## src/rtl/exc_pkg.sv

```systemverilog
package exc_pkg;

    localparam int VEC_W   = 4;
    localparam int CAUSE_W = 5;

    typedef enum logic [1:0] {
        KIND_NORMAL  = 2'd0,
        KIND_TRAP    = 2'd1,
        KIND_SYSCALL = 2'd2
    } kind_e;

    localparam logic [VEC_W-1:0] VEC_RESET     = 4'd1;
    localparam logic [VEC_W-1:0] VEC_MCHK      = 4'd2;
    localparam logic [VEC_W-1:0] VEC_IRQ       = 4'd3;
    localparam logic [VEC_W-1:0] VEC_COND_BASE = 4'd4;
    localparam logic [VEC_W-1:0] VEC_TRAP      = 4'd12;
    localparam logic [VEC_W-1:0] VEC_SYSCALL   = 4'd13;

    localparam logic [CAUSE_W-1:0] CAUSE_RESET     = 5'h01;
    localparam logic [CAUSE_W-1:0] CAUSE_MCHK      = 5'h02;
    localparam logic [CAUSE_W-1:0] CAUSE_TRAP      = 5'h04;
    localparam logic [CAUSE_W-1:0] CAUSE_SYSCALL   = 5'h05;
    localparam logic [CAUSE_W-1:0] CAUSE_IRQ_BASE  = 5'h08;
    localparam logic [CAUSE_W-1:0] CAUSE_COND_BASE = 5'h10;

endpackage

```

## src/rtl/exc_lowbit_pick.sv

```systemverilog
module exc_lowbit_pick #(
    parameter int W  = 4,
    parameter int IW = (W > 1) ? $clog2(W) : 1
) (
    input  logic [W-1:0]  req_i,
    output logic          any_o,
    output logic [IW-1:0] idx_o,
    output logic [W-1:0]  grant_o
);

    genvar g;
    generate
        for (g = 0; g < W; g++) begin : g_grant
            if (g == 0) begin : g_first
                assign grant_o[g] = req_i[g];
            end else begin : g_rest
                assign grant_o[g] = req_i[g] & ~(|req_i[g-1:0]);
            end
        end
    endgenerate

    always_comb begin
        idx_o = '0;
        for (int i = 0; i < W; i++) begin
            if (grant_o[i]) idx_o = idx_o | IW'(i);
        end
    end

    assign any_o = |req_i;

endmodule

```

## src/rtl/exc_code_map.sv

```systemverilog
module exc_code_map
    import exc_pkg::*;
#(
    parameter int IW = 2
) (
    input  logic [IW-1:0]      idx_i,
    input  logic               is_irq_i,
    output logic [VEC_W-1:0]   vec_o,
    output logic [CAUSE_W-1:0] cause_o
);

    logic [VEC_W-1:0] idx_ext;

    always_comb begin
        idx_ext = VEC_W'(idx_i);
        if (is_irq_i) begin
            vec_o   = VEC_IRQ;
            cause_o = CAUSE_IRQ_BASE + CAUSE_W'(idx_ext);
        end else begin
            vec_o   = VEC_COND_BASE + (idx_ext >> 1);
            cause_o = CAUSE_COND_BASE + CAUSE_W'(idx_ext);
        end
    end

endmodule

```

## src/rtl/exc_commit_ctrl.sv

```systemverilog
module exc_commit_ctrl
    import exc_pkg::*;
#(
    parameter int              AW        = 32,
    parameter int              SW        = 8,
    parameter int              NC        = 4,
    parameter int              NI        = 2,
    parameter int              EE_BIT    = 0,
    parameter logic [SW-1:0]   MSR_RESET = 8'h01,
    parameter logic [AW-1:0]   PC_RESET  = '0
) (
    input  logic               clk,
    input  logic               rst_n,
    input  logic               ret_valid_i,
    input  logic [AW-1:0]      ret_pc_i,
    input  logic [1:0]         ret_kind_i,
    input  logic [NC-1:0]      ret_cond_i,
    input  logic [NI-1:0]      irq_i,
    input  logic               sq_empty_i,
    input  logic [1:0]         fp_mode_i,
    input  logic               rfe_i,
    input  logic               mchk_i,
    input  logic               rst_req_i,
    output logic               retire_ok_o,
    output logic               take_o,
    output logic               flush_o,
    output logic [VEC_W-1:0]   vec_o,
    output logic [CAUSE_W-1:0] cause_o,
    output logic [AW-1:0]      srr_pc_o,
    output logic [SW-1:0]      srr_msr_o,
    output logic [SW-1:0]      msr_o,
    output logic               resume_o
);

    localparam int CIW = (NC > 1) ? $clog2(NC) : 1;
    localparam int IIW = (NI > 1) ? $clog2(NI) : 1;
    localparam logic [AW-1:0] STEP = AW'(4);

    typedef struct packed {
        logic               take;
        logic               resume;
        logic [VEC_W-1:0]   vec;
        logic [CAUSE_W-1:0] cause;
        logic [AW-1:0]      srr_pc;
        logic [SW-1:0]      srr_msr;
        logic [SW-1:0]      msr;
        logic [AW-1:0]      nxt_pc;
        logic [NC-1:0]      pend;
        logic [AW-1:0]      pend_pc;
        logic [NI-1:0]      irq;
        logic               in_exc;
    } state_t;

    state_t s_d, s_q;

    // priority pickers: held faults, new faults, held interrupts
    logic            pend_any, cond_any, irq_any;
    logic [CIW-1:0]  pend_idx, cond_idx;
    logic [IIW-1:0]  irq_idx;
    logic [NC-1:0]   pend_gnt, cond_gnt;
    logic [NI-1:0]   irq_gnt;

    exc_lowbit_pick #(.W(NC), .IW(CIW)) u_pick_pend (
        .req_i(s_q.pend), .any_o(pend_any), .idx_o(pend_idx), .grant_o(pend_gnt));
    exc_lowbit_pick #(.W(NC), .IW(CIW)) u_pick_cond (
        .req_i(ret_cond_i), .any_o(cond_any), .idx_o(cond_idx), .grant_o(cond_gnt));
    exc_lowbit_pick #(.W(NI), .IW(IIW)) u_pick_irq (
        .req_i(s_q.irq), .any_o(irq_any), .idx_o(irq_idx), .grant_o(irq_gnt));

    logic [VEC_W-1:0]   pend_vec, cond_vec, irq_vec;
    logic [CAUSE_W-1:0] pend_cause, cond_cause, irq_cause;

    exc_code_map #(.IW(CIW)) u_map_pend (
        .idx_i(pend_idx), .is_irq_i(1'b0), .vec_o(pend_vec), .cause_o(pend_cause));
    exc_code_map #(.IW(CIW)) u_map_cond (
        .idx_i(cond_idx), .is_irq_i(1'b0), .vec_o(cond_vec), .cause_o(cond_cause));
    exc_code_map #(.IW(IIW)) u_map_irq (
        .idx_i(irq_idx), .is_irq_i(1'b1), .vec_o(irq_vec), .cause_o(irq_cause));

    logic fault, sys_call, pend_take, irq_take, take_now, retire_ok;
    logic [AW-1:0] cur_pc;

    always_comb begin
        s_d        = s_q;
        s_d.take   = 1'b0;
        s_d.resume = 1'b0;
        s_d.irq    = s_q.irq | irq_i;

        // floating-point faults arrive in ret_cond_i and are always taken
        // precisely: the mode bits select nothing here
        fault     = ret_valid_i && cond_any;
        sys_call  = ret_valid_i && !cond_any && (ret_kind_i != KIND_NORMAL);
        pend_take = pend_any && !s_q.in_exc;
        retire_ok = ret_valid_i && !cond_any && !rst_req_i && !mchk_i && !pend_take;
        irq_take  = irq_any && s_q.msr[EE_BIT] && sq_empty_i;
        cur_pc    = ret_valid_i ? ret_pc_i : s_q.nxt_pc;
        take_now  = 1'b1;

        if (retire_ok) s_d.nxt_pc = ret_pc_i + STEP;

        if (rst_req_i) begin
            s_d.vec    = VEC_RESET;
            s_d.cause  = CAUSE_RESET;
            s_d.srr_pc = cur_pc;
            s_d.pend   = '0;
            s_d.irq    = '0;
        end else if (mchk_i) begin
            s_d.vec    = VEC_MCHK;
            s_d.cause  = CAUSE_MCHK;
            s_d.srr_pc = cur_pc;
        end else if (pend_take) begin
            s_d.vec    = pend_vec;
            s_d.cause  = pend_cause;
            s_d.srr_pc = s_q.pend_pc;
            s_d.pend   = s_q.pend & ~pend_gnt;
        end else if (fault) begin
            s_d.vec     = cond_vec;
            s_d.cause   = cond_cause;
            s_d.srr_pc  = ret_pc_i;
            s_d.pend    = ret_cond_i & ~cond_gnt;
            s_d.pend_pc = ret_pc_i;
        end else if (sys_call) begin
            s_d.vec    = (ret_kind_i == KIND_TRAP) ? VEC_TRAP : VEC_SYSCALL;
            s_d.cause  = (ret_kind_i == KIND_TRAP) ? CAUSE_TRAP : CAUSE_SYSCALL;
            s_d.srr_pc = ret_pc_i + STEP;
        end else if (irq_take) begin
            s_d.vec    = irq_vec;
            s_d.cause  = irq_cause;
            s_d.srr_pc = retire_ok ? (ret_pc_i + STEP) : s_q.nxt_pc;
            s_d.irq    = s_d.irq & ~irq_gnt;
        end else begin
            take_now = 1'b0;
        end

        if (take_now) begin
            s_d.take           = 1'b1;
            s_d.srr_msr        = s_q.msr;
            s_d.msr[EE_BIT]    = 1'b0;
            s_d.in_exc         = 1'b1;
        end else if (rfe_i) begin
            s_d.msr    = s_q.srr_msr;
            s_d.in_exc = 1'b0;
            s_d.resume = 1'b1;
            s_d.nxt_pc = s_q.srr_pc;
        end
    end

    always_ff @(posedge clk or negedge rst_n) begin
        if (!rst_n) begin
            s_q        <= '0;
            s_q.msr    <= MSR_RESET;
            s_q.nxt_pc <= PC_RESET;
        end else begin
            s_q <= s_d;
        end
    end

    assign retire_ok_o = retire_ok;
    assign take_o      = s_q.take;
    assign flush_o     = s_q.take;
    assign vec_o       = s_q.vec;
    assign cause_o     = s_q.cause;
    assign srr_pc_o    = s_q.srr_pc;
    assign srr_msr_o   = s_q.srr_msr;
    assign msr_o       = s_q.msr;
    assign resume_o    = s_q.resume;

    // a faulting instruction never completes
    p_fault_blocks_retire_r2: assert property (@(posedge clk) disable iff (!rst_n)
        (ret_valid_i && ret_cond_i != '0) |-> !retire_ok_o);

    // a delivered fault bit is no longer pending
    p_pend_bit_cleared_r3: assert property (@(posedge clk) disable iff (!rst_n)
        (take_o && cause_o >= CAUSE_COND_BASE) |-> !s_q.pend[cause_o[CIW-1:0]]);

    // held interrupts only leave with a drained store queue
    p_irq_needs_drain_r5: assert property (@(posedge clk) disable iff (!rst_n)
        (take_o && vec_o == VEC_IRQ) |-> $past(sq_empty_i));

    // entry always clears the interrupt-enable bit
    p_entry_clears_ee_r7: assert property (@(posedge clk) disable iff (!rst_n)
        take_o |-> !msr_o[EE_BIT]);

    // return restores the saved state
    p_rfe_restores_r8: assert property (@(posedge clk) disable iff (!rst_n)
        (rfe_i && !take_now) |=> (msr_o == $past(srr_msr_o)) && resume_o);

    // machine check is never deferred
    p_mchk_immediate_r9: assert property (@(posedge clk) disable iff (!rst_n)
        mchk_i |=> take_o);

    // imprecise modes still hold back a faulting instruction
    p_fp_mode_precise_r10: assert property (@(posedge clk) disable iff (!rst_n)
        (ret_valid_i && ret_cond_i != '0 && fp_mode_i != 2'b00) |-> !retire_ok_o);

endmodule

```

## config.mk

```make
export PLATFORM = sky130hd
export DESIGN_NAME = exc_commit_ctrl
export DESIGN_NICKNAME = d
export VERILOG_FILES = /design/src/rtl/exc_pkg.sv /design/src/rtl/exc_lowbit_pick.sv /design/src/rtl/exc_code_map.sv /design/src/rtl/exc_commit_ctrl.sv
export SDC_FILE = /design/constraint.sdc
export NUM_CORES = 1
export LEC_CHECK = 0
export BUFFER_PORTS_ARGS = -buffer_cell sky130_fd_sc_hd__clkbuf_2
export CAP_MARGIN = 25
export CELL_PAD_IN_SITES_DETAIL_PLACEMENT = 0
export CELL_PAD_IN_SITES_GLOBAL_PLACEMENT = 1
export CORE_ASPECT_RATIO = 1.2
export CORE_MARGIN = 3
export CORE_UTILIZATION = 30
export CTS_BUF_LIST = sky130_fd_sc_hd__clkbuf_2
export DETAILED_ROUTE_END_ITERATION = 7
export GPL_ROUTABILITY_DRIVEN = 0
export GPL_TIMING_DRIVEN = 0
export PLACE_DENSITY_LB_ADDON = 0.1
export SETUP_SLACK_MARGIN = 0.2
export SKIP_LAST_GASP = 1
export SLEW_MARGIN = 10
export SYNTH_ARGS = -nofsm -noshare
export SYNTH_HDL_FRONTEND = slang
export SYNTH_SLANG_ARGS = --single-unit
```

## constraint.sdc

```tcl
create_clock -name clk -period 2.55 [get_ports clk]
set_input_delay 0.255 -clock clk [delete_from_list [all_inputs] [get_ports clk]]
set_output_delay 0.255 -clock clk [all_outputs]
set_load 0.02 [all_outputs]
```

# Word level (Yosys, flattened, before mapping)
# Index checks and enable logic that the tools add are counted.
dict set report word_totals {
  elab_cells 114
  reg_bits 130
  output_inout_bits 61
  in_bits 49
}
dict set report classes {
  n_mux 40
  n_reduce_logical 28
  eq_ne 2
  bitwise_logic 25
  add_sub_neg 6
}
# cell n
set op_table {}
lappend op_table {{two-way mux 41 bit} 6}
lappend op_table {{two-way mux 32 bit} 3}
lappend op_table {{two-way mux 38 bit} 1}
lappend op_table {{two-way mux 36 bit} 1}
lappend op_table {{two-way mux 34 bit} 1}
lappend op_table {{two-way mux 33 bit} 1}
lappend op_table {{adder 32 x 3 -> 32 bit (second input constant)} 1}
lappend op_table {{two-way mux 1 bit} 17}
lappend op_table {{two-way mux 2 bit} 8}
lappend op_table {{NOT 1 bit} 11}
lappend op_table {{adder 5 x 2 -> 5 bit (first input constant)} 2}
lappend op_table {{logical AND 1 bit} 9}
lappend op_table {{adder 3 x 1 -> 4 bit (first input constant)} 2}
lappend op_table {{bitwise AND 4 bit} 2}
lappend op_table {{two-way mux 4 bit} 2}
lappend op_table {{NOT 4 bit} 2}
lappend op_table {{OR reduction 4 bit} 2}
lappend op_table {{bitwise AND 1 bit} 7}
lappend op_table {{nonzero test 6 bit} 1}
lappend op_table {{OR reduction 2 bit} 3}
lappend op_table {{OR reduction 3 bit} 2}
lappend op_table {{adder 4 x 1 -> 5 bit (first input constant)} 1}
lappend op_table {{zero test 1 bit} 5}
lappend op_table {{AND reduction 2 bit} 2}
lappend op_table {{other kinds (8)} 9}

# Longest topological paths before layout
# Gate-level depths: netlist (run 1).
dict set report logic_depth {
  depth_word 13
  ltp_mapped 9
  mapped_depth_nobuf 8
}

# By module
# From an unflattened synthesis (run 1), not the netlist that was laid out.
dict set report unflattened {
  cells_unflattened 967
  hier_area_um2 8415.6
}
# module cells_each instances seq_area_each_um2 area_each_um2
set by_module_without_submodules {}
lappend by_module_without_submodules {exc_commit_ctrl 913 1 3254.4 8070.2}
lappend by_module_without_submodules {{exc_code_map at u_map_cond ...} 10 2 0.0 66.3}
lappend by_module_without_submodules {{exc_lowbit_pick at u_pick_cond ...} 10 2 0.0 58.8}
lappend by_module_without_submodules {{exc_code_map at u_map_irq} 10 1 0.0 67.6}
lappend by_module_without_submodules {{exc_lowbit_pick at u_pick_irq} 4 1 0.0 27.5}

# Worst setup path after synthesis (run 1)
# No wires, ideal clock.
dict set report synth_path {
  kind {register to register}
  startpoint {register s_q (netlist bit msr_o[0])}
  endpoint {register s_q (netlist bit srr_pc_o[18])}
  t_arrival_ns 1.954
  period_less_slack_ns 2.041
  required_time_ns 2.463
  path_buffers 1
  stages_incl_launch_ff 8
  path_slack_ns 0.509
  setup_ns 0.087
  cell_sequence {dfstp_2 -> nand2_1 -> nor2_1 -> o31a_1 -> clkbuf_1 -> o221ai_1 -> a211o_1 -> o211ai_1}
}
dict set report synth_between {
  elab_chain_cells 3
}
# element line
set synth_lines {}
lappend synth_lines {{start, declared} exc_commit_ctrl.sv:54} ;# state_t s_d, s_q;
lappend synth_lines {{logical AND 1 bit (2 in series)} exc_commit_ctrl.sv:95} ;# irq_take = irq_any && s_q.msr[EE_BIT] && sq_empty_i;
lappend synth_lines {{nonzero test 6 bit (no source line)} --}
# No other way between the ends.
# A chain may end at the register's enable or synchronous reset.

# Worst setup path in the final report (run 1)
dict set report layout_path {
  startpoint {register s_q[38] (netlist name)}
  endpoint {output retire_ok_o}
}
dict set report layout_between {
  elab_chain_cells 4
}
# element line
set layout_lines {}
lappend layout_lines {{OR reduction 4 bit} exc_lowbit_pick.sv:29} ;# assign any_o = |req_i;
lappend layout_lines {{logical AND 1 bit} exc_commit_ctrl.sv:93} ;# pend_take = pend_any && !s_q.in_exc;
lappend layout_lines {{zero test 1 bit} exc_commit_ctrl.sv:94} ;# retire_ok = ret_valid_i && !cond_any && !rst_req_i && !mchk_i && !pend_take;
lappend layout_lines {{logical AND 1 bit} exc_commit_ctrl.sv:94}
lappend layout_lines {{end, declared} exc_commit_ctrl.sv:24} ;# output logic retire_ok_o,
# No other way between the ends.

==> flow_summary_export.csv, run 1 <==
group,metric,value,unit
worst_setup_path,worstPathMaxFanout,3,
synthesis,synth_seq_area_share,40.61,%
detailed_routing,drc,0,
cts,path_clk_slew,0.24,ns
placement,place_area,8836,µm²
floorplan,rows,64,
placement,hpwl,21860,µm
cts,cts_tree,"built",
worst_setup_path,slowest_stage,"dfrtp_1",
synthesis,dominantRegCellSynth,"dfrtp_1",
grt,grt_pass1_vias,7574,
cts,htreeDepth,4,
final_layout,post-route-util,38.09,%
synthesis,netlist_area,7890,µm²
sta,fmax,413.1,MHz
detailed_routing,via_count,7654,
synthesis,synth.top_cell.area_share,40.28,%
floorplan,die_h,183.7,µm
worst_hold_path,min_from,"ret_kind_i[0]",
synthesis,synth.area.top_cells,"dfrtp_1, nand2_1, mux2_2, buf_4, o21ai_0",
synthesis,async_reset_ff_share,100.0,%
detailed_routing,drt-pass1-iter-count,7,
pwr,power,5.477,mW
grt,track_usage,22.87,%
detailed_routing,routed_wl,32550,µm
final_layout,layout_commonest_cell,"nand2_1",
sta,skew,0.03298,ns
worst_setup_path,crit_arrival,2.17,ns
worst_setup_path,cp.buffers_inverters,3,
synthesis,ys_ff_latch,128,
placement,io_buffers,97,
final_layout,final_cell_mix,"nand2_1, dfrtp_1, clkbuf_2, buf_4, o21ai_0",
floorplan,die_w,154.0,µm
floorplan,pin_count,110,
cts,clock-sinks,128,
pwr,power_density,559.4,nW/µm²
sta,post-route-min-period,2.420,ns
outcome,outcome,"complete, no violations",
worst_setup_path,cp.required,2.30,ns
worst_setup_path,crit_family,"simple AND/OR/NAND/NOR gates",
cts,cts_root_buf,"clkbuf_2",
sta,rsz0062_at_grt,"yes",
sta,hold_viol,0,
pwr,p_leak,4.327,nW
floorplan,start_util,30.70,%
synthesis,synth_cell_types,71,
final_layout,syn2layout_area_growth,24.09,%
final_layout,final_layout_size_suffix_gt1_share,28.91,%
synthesis,synth_edf_count,0,
final_layout,stdcell_count,1417,
grt,grt_pass1_wl,48650,µm
worst_hold_path,min_path_type,"in2reg",
worst_setup_path,cpPeakStageDelay,0.47,ns
final_layout,final_area,9791,µm²
cts,clock_latency,0.76,ns
synthesis,syn-instance-count,891,
sta,slew_headroom,29.70,%
synthesis,syn_avg_cell_area,8.855,µm²
pwr,vdd_drop_max,216.5,µV
final_layout,nNetsFinal,1123,
sta,drv_slew,0,
worst_setup_path,path_class,"reg2out",
floorplan,core,25700,µm²
sta,min_period_over_period,94.92,%
synthesis,synth.net_count,941,
placement,dp.cells,1320,
worst_setup_path,rr_startpoint,"s_q[38]",
synthesis,yosysWarnings,0,
worst_setup_path,path_cells,"or3_4 > nand2_4 > nand3_4 > inv_4 > buf_12 > buf_8",
detailed_routing,post_drt_wl_per_cell,22.97,µm
worst_setup_path,start_kind,"register",
worst_setup_path,end_kind,"primary output",
detailed_routing,drt_iter0_drc,510,
sta,setup_viol_count_final,0,
sta,worst_pin_slew,1.054,ns
detailed_routing,viasPerCell,5.402,
grt,antenna_found_initial,1,
run,maxCapViolCount,0,
cts,cts_buffers,17,
cts,ctsLongestPathBuffers,2,
synthesis,yosys.area.top_type,"dfrtp_1",
grt,grt_max_degree,66,
floorplan,dieArea,28290,µm²
detailed_routing,postRouteAntennaNets,0,
grt,overflow,0,
worst_setup_path,critPathLaunch,"s_q[38]",
flip-flops by register name (all words and copies together), names as in the netlist:
signal	flops
cause_o	5
flush_o	1
msr_o	8
resume_o	1
s_q	70
srr_msr_o	8
srr_pc_o	32
vec_o	3
final timing paths:
path | endpoint | slack, ns | cells after the start
worst max-delay path | retire_ok_o | 0.13 | 6
worst min-delay path | cause_o[2] | 0.05 | 3
worst max register to register | srr_pc_o[13] | 0.24 | 7
worst min register to register | msr_o[7] | 0.50 | 2
max in group asynchronous | s_q[69] | 0.84 | 5
min in group asynchronous | cause_o[0] | 0.51 | 3
cells by family (layout without fill, tap and decap cells):
family | count (synthesis) | after routing | share of synthesized area (%)
simple gates | 299 | 299 | 18.01
compound gates | 232 | 232 | 18.97
buf+inv | 133 | 328 | 9.562
flops | 128 | 128 | 40.61
mux | 71 | 71 | 9.689
xor+xnor | 27 | 27 | 2.997
fa+ha+maj | 1 | 1 | 0.1586
other cells | 0 | 1 | 0
worst reg2reg max path: cells and delay by family (launching register included):
kind | cells | cell delay [ns]
compound gates | 2 | 0.42
buf+inv | 1 | 0.12
flops | 1 | 0.47
simple gates | 4 | 1.21
timing repair:
action | 4_1_cts | 5_1_grt
resized for setup | 25 | 10
hold buffers | 49 | 1
setup endpoints to repair | 115 | 57
setup buffers | 13 | 0
endpoints found under the hold margin | 212 | 1
cloned | 0 | 0
pin swaps | 3 | 2
cell usage after synthesis (9+ instances only):
| cell type | n |
|---|---|
| nand4_1 | 9 |
| xor2_1 | 11 |
| a21oi_1 | 55 |
| o211ai_1 | 11 |
| dfrtp_1 | 127 |
| buf_4 | 60 |
| nand3_1 | 21 |
| and3_1 | 9 |
| o21ai_0 | 67 |
| inv_1 | 10 |
| clkbuf_1 | 32 |
| buf_2 | 21 |
| xnor2_1 | 16 |
| o221ai_1 | 12 |
| o22ai_1 | 12 |
| nand2_1 | 135 |
| nor3_1 | 24 |
| mux2i_1 | 28 |
| mux2_2 | 43 |
| a211oi_1 | 14 |
| nor2_1 | 61 |
cell type report:
class                      instances  area (µm²)
antenna                            1       2.502
buffer                           120       738.2
clock buffer                      17       85.08
clock inverter                    15       148.9
fill                            2739       15910
inverter                          13       51.30
multi-input combinational        630        3995
sequential                       128        3204
tap                              330       412.9
timing repair buffer             163        1152
power breakdown:
part | total [mW] | internal [mW] | switching [mW]
Clock | 1.35 | 0.386 | 0.969
Combinational | 1.48 | 0.695 | 0.790
Sequential | 2.64 | 2.36 | 0.274
per-stage QoR:
| stage | TNS, ns | setup slack (ns) | hold WS [ns] |
|---|---|---|---|
| finish | 0 | 0.1295 | 0.05414 |
| global placement | -194.62 | -1.229 | 0.4644 |
| global route | 0 | 0.04334 | 0.01375 |
| detailed placement | -35.22 | -0.5912 | 0.2926 |
| CTS | 0 | 0.1010 | 0.003816 |
| floorplan | 0 | 0.5087 | -0.04059 |
layer usage:
metal  GRT usage, %  wire, µm
met1          30.78     14570
met2          38.30     15710
met3          3.438      1519
met4          6.678       747
met5              0         0
Power figures use the tool's default switching activity.
==> inputs of run 2 (changes only) <==
--- a/config.mk
+++ b/config.mk
@@ -12,7 +12,6 @@
 export CORE_ASPECT_RATIO = 1.2
 export CORE_MARGIN = 3
 export CORE_UTILIZATION = 30
-export CTS_BUF_LIST = sky130_fd_sc_hd__clkbuf_2
 export DETAILED_ROUTE_END_ITERATION = 7
 export GPL_ROUTABILITY_DRIVEN = 0
 export GPL_TIMING_DRIVEN = 0
==> run 2 against run 1 <==
Final cell count fell by 3.7%. Clock skew down 0.022 ns. Total power rose by 19%. Utilization is 0.68 points lower. Clock power is 83% higher. Sequential cell count is the same. Critical path type is now in2out. Highest routed layer unchanged.
==> flow_summary_export.csv, run 2 (synthesized netlist as in run 1, its figures left out) <==
group,metric,value,unit
run,maxCapViolCount,0,
pwr,clockPowerShare,37.8,%
sta,min_period_over_period,92.14,%
final_layout,antenna_cells,0,
outcome,outcome,"complete, no violations",
worst_hold_path,min_path_type,"in2reg",
cts,path_clk_slew,0.07,ns
grt,antenna_found_initial,0,
floorplan,die_h,183.7,µm
worst_setup_path,cp.buffers_inverters,5,
cts,clock_latency,0.44,ns
worst_setup_path,crit_arrival,2.09,ns
worst_setup_path,r2r_cells,6,
sta,setup_slack,0.2003,ns
worst_setup_path,slowest_stage,"or4_1",
pwr,p_sw_share,32.86,%
final_layout,final_cell_mix,"nand2_1, dfrtp_1, clkbuf_2, buf_4, o21ai_0",
pwr,power_switching,2.146,mW
sta,rsz0062_at_grt,"yes",
pwr,p_leak,4.265,nW
grt,grt_max_degree,66,
floorplan,core,25700,µm²
worst_setup_path,rr_startpoint,"s_q[37]",
floorplan,die_w,154.0,µm
detailed_routing,drt-pass1-iter-count,5,
floorplan,dieArea,28290,µm²
sta,setup_viol_count_final,0,
floorplan,pin_count,110,
final_layout,layout_commonest_cell,"nand2_1",
final_layout,largest_register_ffs,70,
worst_setup_path,cpMostUsedCell,"clkbuf_2",
sta,setup_tns,0,ns
pwr,power_frac_comb,21.8,%
sta,drv_slew,0,
worst_setup_path,worstPathMaxFanout,10,
pwr,power_density,679.1,nW/µm²
final_layout,top_register,"s_q",
pwr,vdd_drop_max,419.0,µV
detailed_routing,post_drt_wl_per_cell,23.30,µm
cts,cts_buffers,17,
worst_setup_path,start_kind,"input port",
floorplan,start_util,30.70,%
final_layout,post-route-util,37.41,%
detailed_routing,viasPerCell,5.411,
worst_hold_path,min_from,"irq_i[0]",
worst_setup_path,path_class,"in2out",
detailed_routing,via_count,7386,
cts,clock-sinks,128,
sta,worst_pin_slew,1.014,ns
final_layout,nNetsFinal,1072,
grt,grt_pass1_wl,47670,µm
worst_setup_path,r2r_setup_slack,0.30,ns
sta,slew_headroom,32.40,%
sta,post-route-min-period,2.350,ns
sta,hold_viol,0,
placement,io_buffers,97,
grt,overflow,0,
grt,track_usage,22.38,%
sta,holdWs,0.06952,ns
cts,cts_tree,"built",
pwr,p_seq_share,40.4,%
final_layout,syn2layout_area_growth,21.87,%
detailed_routing,drc,0,
placement,hpwl,21860,µm
placement,pre_cts_ws,-0.5912,ns
cts,ctsLongestPathBuffers,2,
detailed_routing,drt_iter0_drc,489,
detailed_routing,routed_wl,31800,µm
grt,grt_pass1_vias,7301,
worst_setup_path,end_kind,"primary output",
worst_hold_path,whs_path_depth,3,
worst_setup_path,worstReg2RegEnd,"srr_pc_o[17]",
sta,fmax,425.6,MHz
worst_setup_path,cpPeakStageDelay,0.52,ns
worst_setup_path,crit_family,"buffers and inverters",
final_layout,final_layout_size_suffix_gt1_share,30.63,%
worst_setup_path,cp.required,2.30,ns
worst_hold_path,holdPathEnd,"s_q[1]",
cts,htreeDepth,4,
worst_setup_path,path_cells,"clkbuf_2 > or4_1 > clkbuf_1 > nor2_4 > nand3_4 > inv_2 > buf_6 > clkbuf_2",
detailed_routing,postRouteAntennaNets,0,
pwr,p_int,4.384,mW
cts,cts_root_buf,"clkbuf_16",
floorplan,rows,64,
final_layout,fill_cells,2741,
sta,skew,0.01133,ns
[run 2: changes by cell type in the layout (fill, tap and decap cells not counted), moves of 2 or more]
cell           previous run  this run
clkbuf_4                  0         2
buf_2                    20        17
clkbuf_1                 24        20
dlygate4sd3_1            50         1
nor2_1                   59        57
clkbuf_16                 0        17
clkbuf_2                123       111
[run 2: power groups by stage]
stage,clock network [mW],logic (mW),registers [mW]
final,2.47,1.42,2.64
after CTS,2.50,1.42,2.64
after global placement,0,1.38,2.67
after global routing,2.58,1.56,2.69
after detailed placement,0,1.40,2.67
after floorplan,0,0.982,2.57
[run 2: tightest hold or removal path, cell delays in order]
cell	delay (ns)
clkbuf_2	0.08
nor2_1	0.08
a211oi_1	0.05
[run 2: how the worst max path moves through the flow]
stage / startpoint / endpoint / slack, ns / cells after the start
after global routing: s_q[37] / retire_ok_o / 0.14 / 6
after global placement: rst_n / s_q[61] / -1.23 / 1
after detailed placement: ret_kind_i[0] / srr_pc_o[29] / -0.59 / 8
final: ret_cond_i[2] / retire_ok_o / 0.20 / 8
after floorplan: msr_o[0] / srr_pc_o[18] / 0.51 / 7
after CTS: rst_req_i / srr_pc_o[0] / 0.18 / 7
[run 2: through the flow]
stage / area [µm²] / power [mW] / std cells
global placement: 8788 / 4.054 / 1318
CTS: 9570 / 6.561 / 1364
floorplan: 7890 / 3.553 / 891
global route: 9615 / 6.829 / 1365
finish: 9615 / 6.530 / 1365
detailed placement: 8836 / 4.072 / 1320
[run 2: layout make-up]
cell class | instances | area [µm²] | share of cell area (%)
clock inverters | 15 | 148.9 | 1.548
multi-input cells | 630 | 4000 | 41.60
clock buffers | 17 | 425.4 | 4.424
flip-flops and latches | 128 | 3204 | 33.32
plain buffers | 120 | 742.0 | 7.716
inverters | 13 | 48.80 | 0.5075
well taps | 330 | 412.9 | 4.294
repair buffers | 112 | 633.1 | 6.584
[run 2: timing repair]
action,4_1_cts,5_1_grt
endpoints found under the setup margin,116,67
resized for setup,24,16
pin swaps,3,3
gates cloned,0,0
hold buffers,1,0
setup buffers,11,1
endpoints found under the hold margin,62,0
[run 2: routing by layer]
metal  global-route usage [%]  up-vias  share of wire, %
li1                         -     3400                 -
met1                    30.47     3726                45
met2                    37.20      221                48
met3                    3.320       39               4.5
met4                    6.290        0               2.1
met5                        0        -                 0
